--- config.mk ---
export PLATFORM = sky130hd
export DESIGN_NAME = pf_stream_prefetcher
export DESIGN_NICKNAME = d
export VERILOG_FILES = /design/src/rtl/pf_pkg.sv /design/src/rtl/pf_match.sv /design/src/rtl/pf_lru.sv /design/src/rtl/pf_issue.sv /design/src/rtl/pf_stream_prefetcher.sv
export SDC_FILE = /design/constraint.sdc
export NUM_CORES = 2
export LEC_CHECK = 0
export CORE_ASPECT_RATIO = 1.75
export CORE_UTILIZATION = 45
export CTS_CLUSTER_DIAMETER = 30
export DETAILED_ROUTE_END_ITERATION = 16
export SETUP_SLACK_MARGIN = 0.05
export SKIP_LAST_GASP = 1
export SLEW_MARGIN = 10
export SYNTH_ARGS = -nofsm -noshare
export SYNTH_HDL_FRONTEND = slang
export SYNTH_SLANG_ARGS = --single-unit
--- constraint.sdc ---
create_clock -name clk -period 32.7 [get_ports clk]
set_input_delay 3.27 -clock clk [delete_from_list [all_inputs] [get_ports clk]]
set_output_delay 3.27 -clock clk [all_outputs]
set_load 0.005 [all_outputs]
--- src/rtl/pf_pkg.sv ---
package pf_pkg;

    localparam int LINE_W    = 26;
    localparam int CONF_HITS = 4;
    localparam int CNT_W     = $clog2(CONF_HITS + 1);
    localparam int PAGE_LOG2 = 7;

    typedef logic [LINE_W-1:0] line_t;

    typedef enum logic [1:0] {
        KIND_LOAD  = 2'd0,
        KIND_STORE = 2'd1,
        KIND_FETCH = 2'd2
    } acc_kind_e;

    typedef struct packed {
        logic             valid;
        logic [1:0]       kind;
        line_t            last;
        logic             dir_known;
        logic             up;
        logic [CNT_W-1:0] hits;
        logic             gapped;
    } stream_t;

    typedef struct packed {
        logic hit;   // access belongs to this entry
        logic same;  // access repeats the current line
        logic far;   // step of two lines
        logic up;    // step goes towards higher lines
    } cls_t;

    function automatic logic same_page(line_t a, line_t b);
        return a[LINE_W-1:PAGE_LOG2] == b[LINE_W-1:PAGE_LOG2];
    endfunction

    function automatic stream_t fresh_entry(line_t line, logic [1:0] kind);
        stream_t e;
        e           = '0;
        e.valid     = 1'b1;
        e.kind      = kind;
        e.last      = line;
        return e;
    endfunction

endpackage

--- src/rtl/pf_match.sv ---
module pf_match
    import pf_pkg::*;
(
    input  stream_t    ent,
    input  line_t      line,
    input  logic [1:0] kind,
    output cls_t       cls
);
    line_t fwd;
    line_t bwd;
    logic  f1, f2, b1, b2, up_ok, dn_ok, step;

    always_comb begin
        fwd   = line - ent.last;
        bwd   = ent.last - line;
        f1    = (fwd == line_t'(1));
        f2    = (fwd == line_t'(2));
        b1    = (bwd == line_t'(1));
        b2    = (bwd == line_t'(2));
        up_ok = !ent.dir_known || ent.up;
        dn_ok = !ent.dir_known || !ent.up;
        step  = (up_ok && (f1 || f2)) || (dn_ok && (b1 || b2));
        cls.same = (fwd == '0);
        cls.up   = f1 || f2;
        cls.far  = f2 || b2;
        cls.hit  = ent.valid && (ent.kind == kind) && (cls.same || step);
    end
endmodule

--- src/rtl/pf_lru.sv ---
module pf_lru #(
    parameter int N  = 8,
    localparam int IW = $clog2(N)
) (
    input  logic          clk,
    input  logic          rst,
    input  logic          touch,
    input  logic [IW-1:0] idx,
    output logic [IW-1:0] victim
);
    logic [IW-1:0] age [N];

    always_ff @(posedge clk) begin
        if (rst) begin
            for (int i = 0; i < N; i++) age[i] <= IW'(i);
        end else if (touch) begin
            for (int i = 0; i < N; i++) begin
                if (IW'(i) == idx)        age[i] <= '0;
                else if (age[i] < age[idx]) age[i] <= age[i] + 1'b1;
            end
        end
    end

    always_comb begin
        victim = '0;
        for (int i = 0; i < N; i++)
            if (age[i] == IW'(N - 1)) victim = IW'(i);
    end
endmodule

--- src/rtl/pf_issue.sv ---
module pf_issue
    import pf_pkg::*;
(
    input  logic  clk,
    input  logic  rst,
    input  logic  trig,
    input  line_t trig_line,
    input  logic  l2_hit,
    output logic  l2q_valid,
    output line_t l2q_line,
    output logic  pf_valid,
    output line_t pf_line
);
    always_ff @(posedge clk) begin
        if (rst) begin
            l2q_valid <= 1'b0;
            l2q_line  <= '0;
            pf_valid  <= 1'b0;
            pf_line   <= '0;
        end else begin
            l2q_valid <= trig;
            if (trig) l2q_line <= trig_line;
            pf_valid  <= l2q_valid && !l2_hit;
            if (l2q_valid) pf_line <= l2q_line;
        end
    end
endmodule

--- src/rtl/pf_stream_prefetcher.sv ---
module pf_stream_prefetcher
    import pf_pkg::*;
#(
    parameter int NUM_STREAMS = 8
) (
    input  logic              clk,
    input  logic              rst,
    input  logic              acc_valid,
    input  logic [LINE_W-1:0] acc_line,
    input  logic [1:0]        acc_kind,
    input  logic              l2_hit,
    output logic              l2q_valid,
    output logic [LINE_W-1:0] l2q_line,
    output logic              pf_valid,
    output logic [LINE_W-1:0] pf_line
);
    localparam int IW = $clog2(NUM_STREAMS);

    stream_t       tbl [NUM_STREAMS];
    cls_t          cls [NUM_STREAMS];
    logic          any_hit;
    logic [IW-1:0] sel, victim, wr_idx;
    cls_t          sc;
    stream_t       cur, nxt;
    line_t         tline;
    logic          trig;

    for (genvar g = 0; g < NUM_STREAMS; g++) begin : g_match
        pf_match u_match (
            .ent  (tbl[g]),
            .line (acc_line),
            .kind (acc_kind),
            .cls  (cls[g])
        );
    end

    // Lowest-numbered matching entry wins.
    always_comb begin
        any_hit = 1'b0;
        sel     = '0;
        for (int i = NUM_STREAMS - 1; i >= 0; i--) begin
            if (cls[i].hit) begin
                any_hit = 1'b1;
                sel     = IW'(i);
            end
        end
    end

    always_comb begin
        sc    = cls[sel];
        cur   = tbl[sel];
        nxt   = cur;
        trig  = 1'b0;
        tline = '0;
        if (!any_hit) begin
            nxt = fresh_entry(acc_line, acc_kind);
        end else if (!sc.same) begin
            if (sc.far && cur.gapped) begin
                nxt = fresh_entry(acc_line, acc_kind);
            end else begin
                nxt.last      = acc_line;
                nxt.dir_known = 1'b1;
                nxt.up        = sc.up;
                nxt.gapped    = cur.gapped || sc.far;
                nxt.hits      = (cur.hits == CNT_W'(CONF_HITS)) ? cur.hits
                                                                 : cur.hits + 1'b1;
                tline         = sc.up ? acc_line + 1'b1 : acc_line - 1'b1;
                trig          = (nxt.hits == CNT_W'(CONF_HITS)) &&
                                same_page(tline, acc_line);
            end
        end
        wr_idx = any_hit ? sel : victim;
    end

    always_ff @(posedge clk) begin
        if (rst) begin
            for (int i = 0; i < NUM_STREAMS; i++) tbl[i] <= '0;
        end else if (acc_valid) begin
            tbl[wr_idx] <= nxt;
        end
    end

    pf_lru #(.N(NUM_STREAMS)) u_lru (
        .clk    (clk),
        .rst    (rst),
        .touch  (acc_valid),
        .idx    (wr_idx),
        .victim (victim)
    );

    pf_issue u_issue (
        .clk       (clk),
        .rst       (rst),
        .trig      (acc_valid && trig),
        .trig_line (tline),
        .l2_hit    (l2_hit),
        .l2q_valid (l2q_valid),
        .l2q_line  (l2q_line),
        .pf_valid  (pf_valid),
        .pf_line   (pf_line)
    );
endmodule

==> out/qor.txt <==
Logic pwr share: 0.532
P_sw: 1.50 mW
Grt met3 use: 0.123
H-tree Lvls: 3
Mapped Nets: 6253
Commonest register cell after synthesis: edfxtp_1
TritonRoute pass-1 iters: 16
Area of the die: 101000 µm²
Max-slew violations: 0
CTS tree: built
Residual DRC: 0
Floorplan row count: 152
DR vias: 49400
P_leak: 19.6 nW
Synth Instances: 5746
Pint: 1.60 mW
Gr busiest metal: met2
I/O pin cnt: 86
CP max stage cell: or4_1
PwrDens: 63.3 nW/µm²
Routed wire length: 245 mm
Fin area: 49100 µm²
Arr. time, crit path: 17.37 ns
Worst-skew pair later-pin latency: 0.67 ns
Achievable Freq: 59.6 MHz
Worst-path fanout max: 51
Part of the power in registers: 0.218
CTS Root Cell: clkbuf_16
Max-slew headroom: 0.0282
Startpoint Class: input pin
Core ar.: 98300 µm²
Met1 GRT Util: 0.482
Port Buffer Count: 85
IR drop worst, VDD: 0.0840 mV
Largest net degree at the start of global routing: 179
Clock-pin slew on the worst setup and hold paths: 0.05 ns
Seq/Total Area, Yosys: 0.228
Worst Skew: 0.0337 ns
Worst-case clock buffer depth: 3
Initial antenna violation count: 14
Internal reg-to-reg setup slack: 19.78 ns
Max Cap Viol: 0
Clock power share: 0.250
Synth area leaders: edfxtp_1 (20%), ha_1 (13%), a21oi_1 (5.7%), nor2_1 (5.4%), o21ai_0 (4.7%)
Worst Hold Class: reg2reg
DR vias/cell: 7.01
Clk sink count: 358
Gr usage total: 0.480
Worst EP required: 33.29 ns
Global-route wire length before repair: 344 mm
Setup TNS: 0 ns
First DRT Iteration DRCs: 5845
Fraction of registers with async set/reset: 0
Cts bufs inserted: 70
Sw Share: 0.484
Yosys warns: 0
Initial Utilization: 0.455
GR Overflow Total: 0
RSZ-0062 raised after global routing: no
Area after DPL: 46500 µm²
Netlist Area Pre-Place: 44700 µm²
Layout Nets: 6174
Vias in the first global route: 47600
Outcome: finished clean
Final setup viols: 0
DIE HEIGHT: 419 µm
Critical path's largest stage delay: 1.09 ns
Hpwl dp: 187 mm
Avg WL per Cell: 34.7 µm
Final number of hold-violating endpoints: 0
Final Wtd Congestion: 1.08
Final Cycle Share: 0.513
Post-synth EDFFs: 304
Fillers: 9922
Met2 usage: 0.782
CTS Hold Bufs: 0
Post-CTS Setup Inserts: 0
Min cycle time layout: 16.78 ns
Tightest Pin Transition: 1.44 ns
CP endpoint kind: flop
Final ANT Viol Nets: 0
Largest area contributor in the netlist: edfxtp_1
Chip width: 240 µm
Synth unique cells: 107
Post-synth top area share: 0.204
Post-cts resize count: 0
WS Path Type: in2reg
Layout area overhead: 9.82%
Layout cells sized above 1: 0.0582
Syn avg cell area: 7.78 µm²
Yosys reg bits: 358
## synth_stat cells, drive strengths merged (37+ instances only)
master / n
a211oi: 82
a21o: 113
a21oi: 515
a31oi: 51
and2: 65
and3: 37
buf: 54
clkbuf: 253
dfxtp: 54
edfxtp: 304
ha: 458
inv: 359
mux2i: 126
nand2: 454
nand2b: 70
nand3: 115
nand4: 119
nor2: 650
nor2b: 61
nor3: 120
nor4: 55
o211ai: 65
o21a: 109
o21ai: 435
o21bai: 46
o22ai: 41
o31ai: 46
xnor2: 159
xor2: 83
## flip-flops by register name (all words and copies together) (netlist names)
signal             cells
tbl                  280
u_issue.l2q_line      26
u_issue.pf_line       26
u_lru.age             24
u_issue.l2q_valid      1
u_issue.pf_valid       1
## power by group through the flow
stage                     combinational, mW  clock (mW)  sequential [mW]
after floorplan                        1.06           0            0.627
after global placement                 1.57           0            0.676
after detailed placement               1.56           0            0.678
after CTS                              1.57       0.775            0.669
after global routing                   1.75       0.793            0.674
final                                  1.65       0.778            0.676
## worst max-delay path: cells and delay by family
| kind | cells | cell delay [ns] |
|---|---|---|
| xor+xnor | 2 | 0.36 |
| buf+inv | 4 | 1.85 |
| fa+ha+maj | 2 | 1.63 |
| simple gates | 10 | 3.77 |
| compound gates | 19 | 6.38 |
## logic make-up after synthesis
family,after synthesis,share of synthesized area
compound gates,1892,0.277
simple gates,1955,0.212
flops,358,0.228
mux,150,0.0404
xor+xnor,242,0.0474
fa+ha+maj,482,0.137
buf+inv,667,0.0577
## layer usage
metal  routed length, µm  vias to the layer above
met5                  89                        -
met4               29700                       12
met3               22500                     1319
met2              113000                     3398
met1               79400                    23600
li1                    -                    21100
## area by class of cell
type / count / area [µm²] / share of cell area
clock buffers: 78 / 1870 / 0.0380
multi-input cells: 4721 / 32000 / 0.651
flip-flops and latches: 358 / 10200 / 0.208
inverters: 360 / 1350 / 0.0275
clock inverters: 49 / 642 / 0.0131
diodes: 12 / 30.0 / 0.000612
repair buffers: 156 / 1390 / 0.0283
well taps: 1309 / 1640 / 0.0334
## path summary, 6_finish.rpt
path,from,end,cells after the start
worst min register to register,u_issue.l2q_line[19]$_SDFFE_PP0P_,u_issue.l2q_line[19]$_SDFFE_PP0P_,2
worst max-delay path,acc_line[17],u_issue.l2q_line[9]$_SDFFE_PP0P_,37
worst max register to register,tbl[6][25]$_SDFFCE_PN0P_,u_issue.l2q_line[9]$_SDFFE_PP0P_,34
worst min-delay path,u_issue.l2q_line[19]$_SDFFE_PP0P_,u_issue.l2q_line[19]$_SDFFE_PP0P_,2
## placed cells by master (no fill, tap or decap), types with 40 or more instances in the layout
| cell | netlist | final |
|---|---|---|
| nor2_1 | 649 | 649 |
| a21oi_1 | 513 | 512 |
| ha_1 | 458 | 458 |
| nand2_1 | 454 | 450 |
| o21ai_0 | 424 | 423 |
| inv_1 | 359 | 358 |
| edfxtp_1 | 304 | 304 |
| xnor2_1 | 159 | 159 |
| nand4_1 | 119 | 119 |
| nor3_1 | 120 | 119 |
| nand3_1 | 115 | 115 |
| a21o_1 | 113 | 113 |
| o21a_1 | 109 | 109 |
| mux2i_1 | 105 | 105 |
| clkdlybuf4s50_1 | 0 | 84 |
| xor2_1 | 83 | 83 |
| a211oi_1 | 81 | 81 |
| clkbuf_16 | 0 | 74 |
| nand2b_1 | 70 | 70 |
| buf_4 | 3 | 70 |
| o211ai_1 | 64 | 64 |
| and2_1 | 63 | 63 |
| nor2b_1 | 61 | 61 |
| dfxtp_1 | 54 | 54 |
| nor4_1 | 53 | 52 |
| a31oi_1 | 51 | 51 |
| o31ai_1 | 46 | 46 |
| o21bai_1 | 45 | 45 |
| o22ai_1 | 40 | 40 |
## metrics by stage
stage	hold slack [ns]	util	setup WS [ns]	std cells	power (mW)
6_report	0.479	0.499	15.92	7043	3.11
5_1_grt	0.506	0.499	15.48	7031	3.21
4_1_cts	0.482	0.499	16.41	7030	3.02
3_5_place_dp	0.468	0.473	15.77	6903	2.24
3_3_place_gp	0.476	0.473	15.76	6903	2.24
2_1_floorplan	0.461	-	19.83	5746	1.69
(Power assumes the default switching activity.)
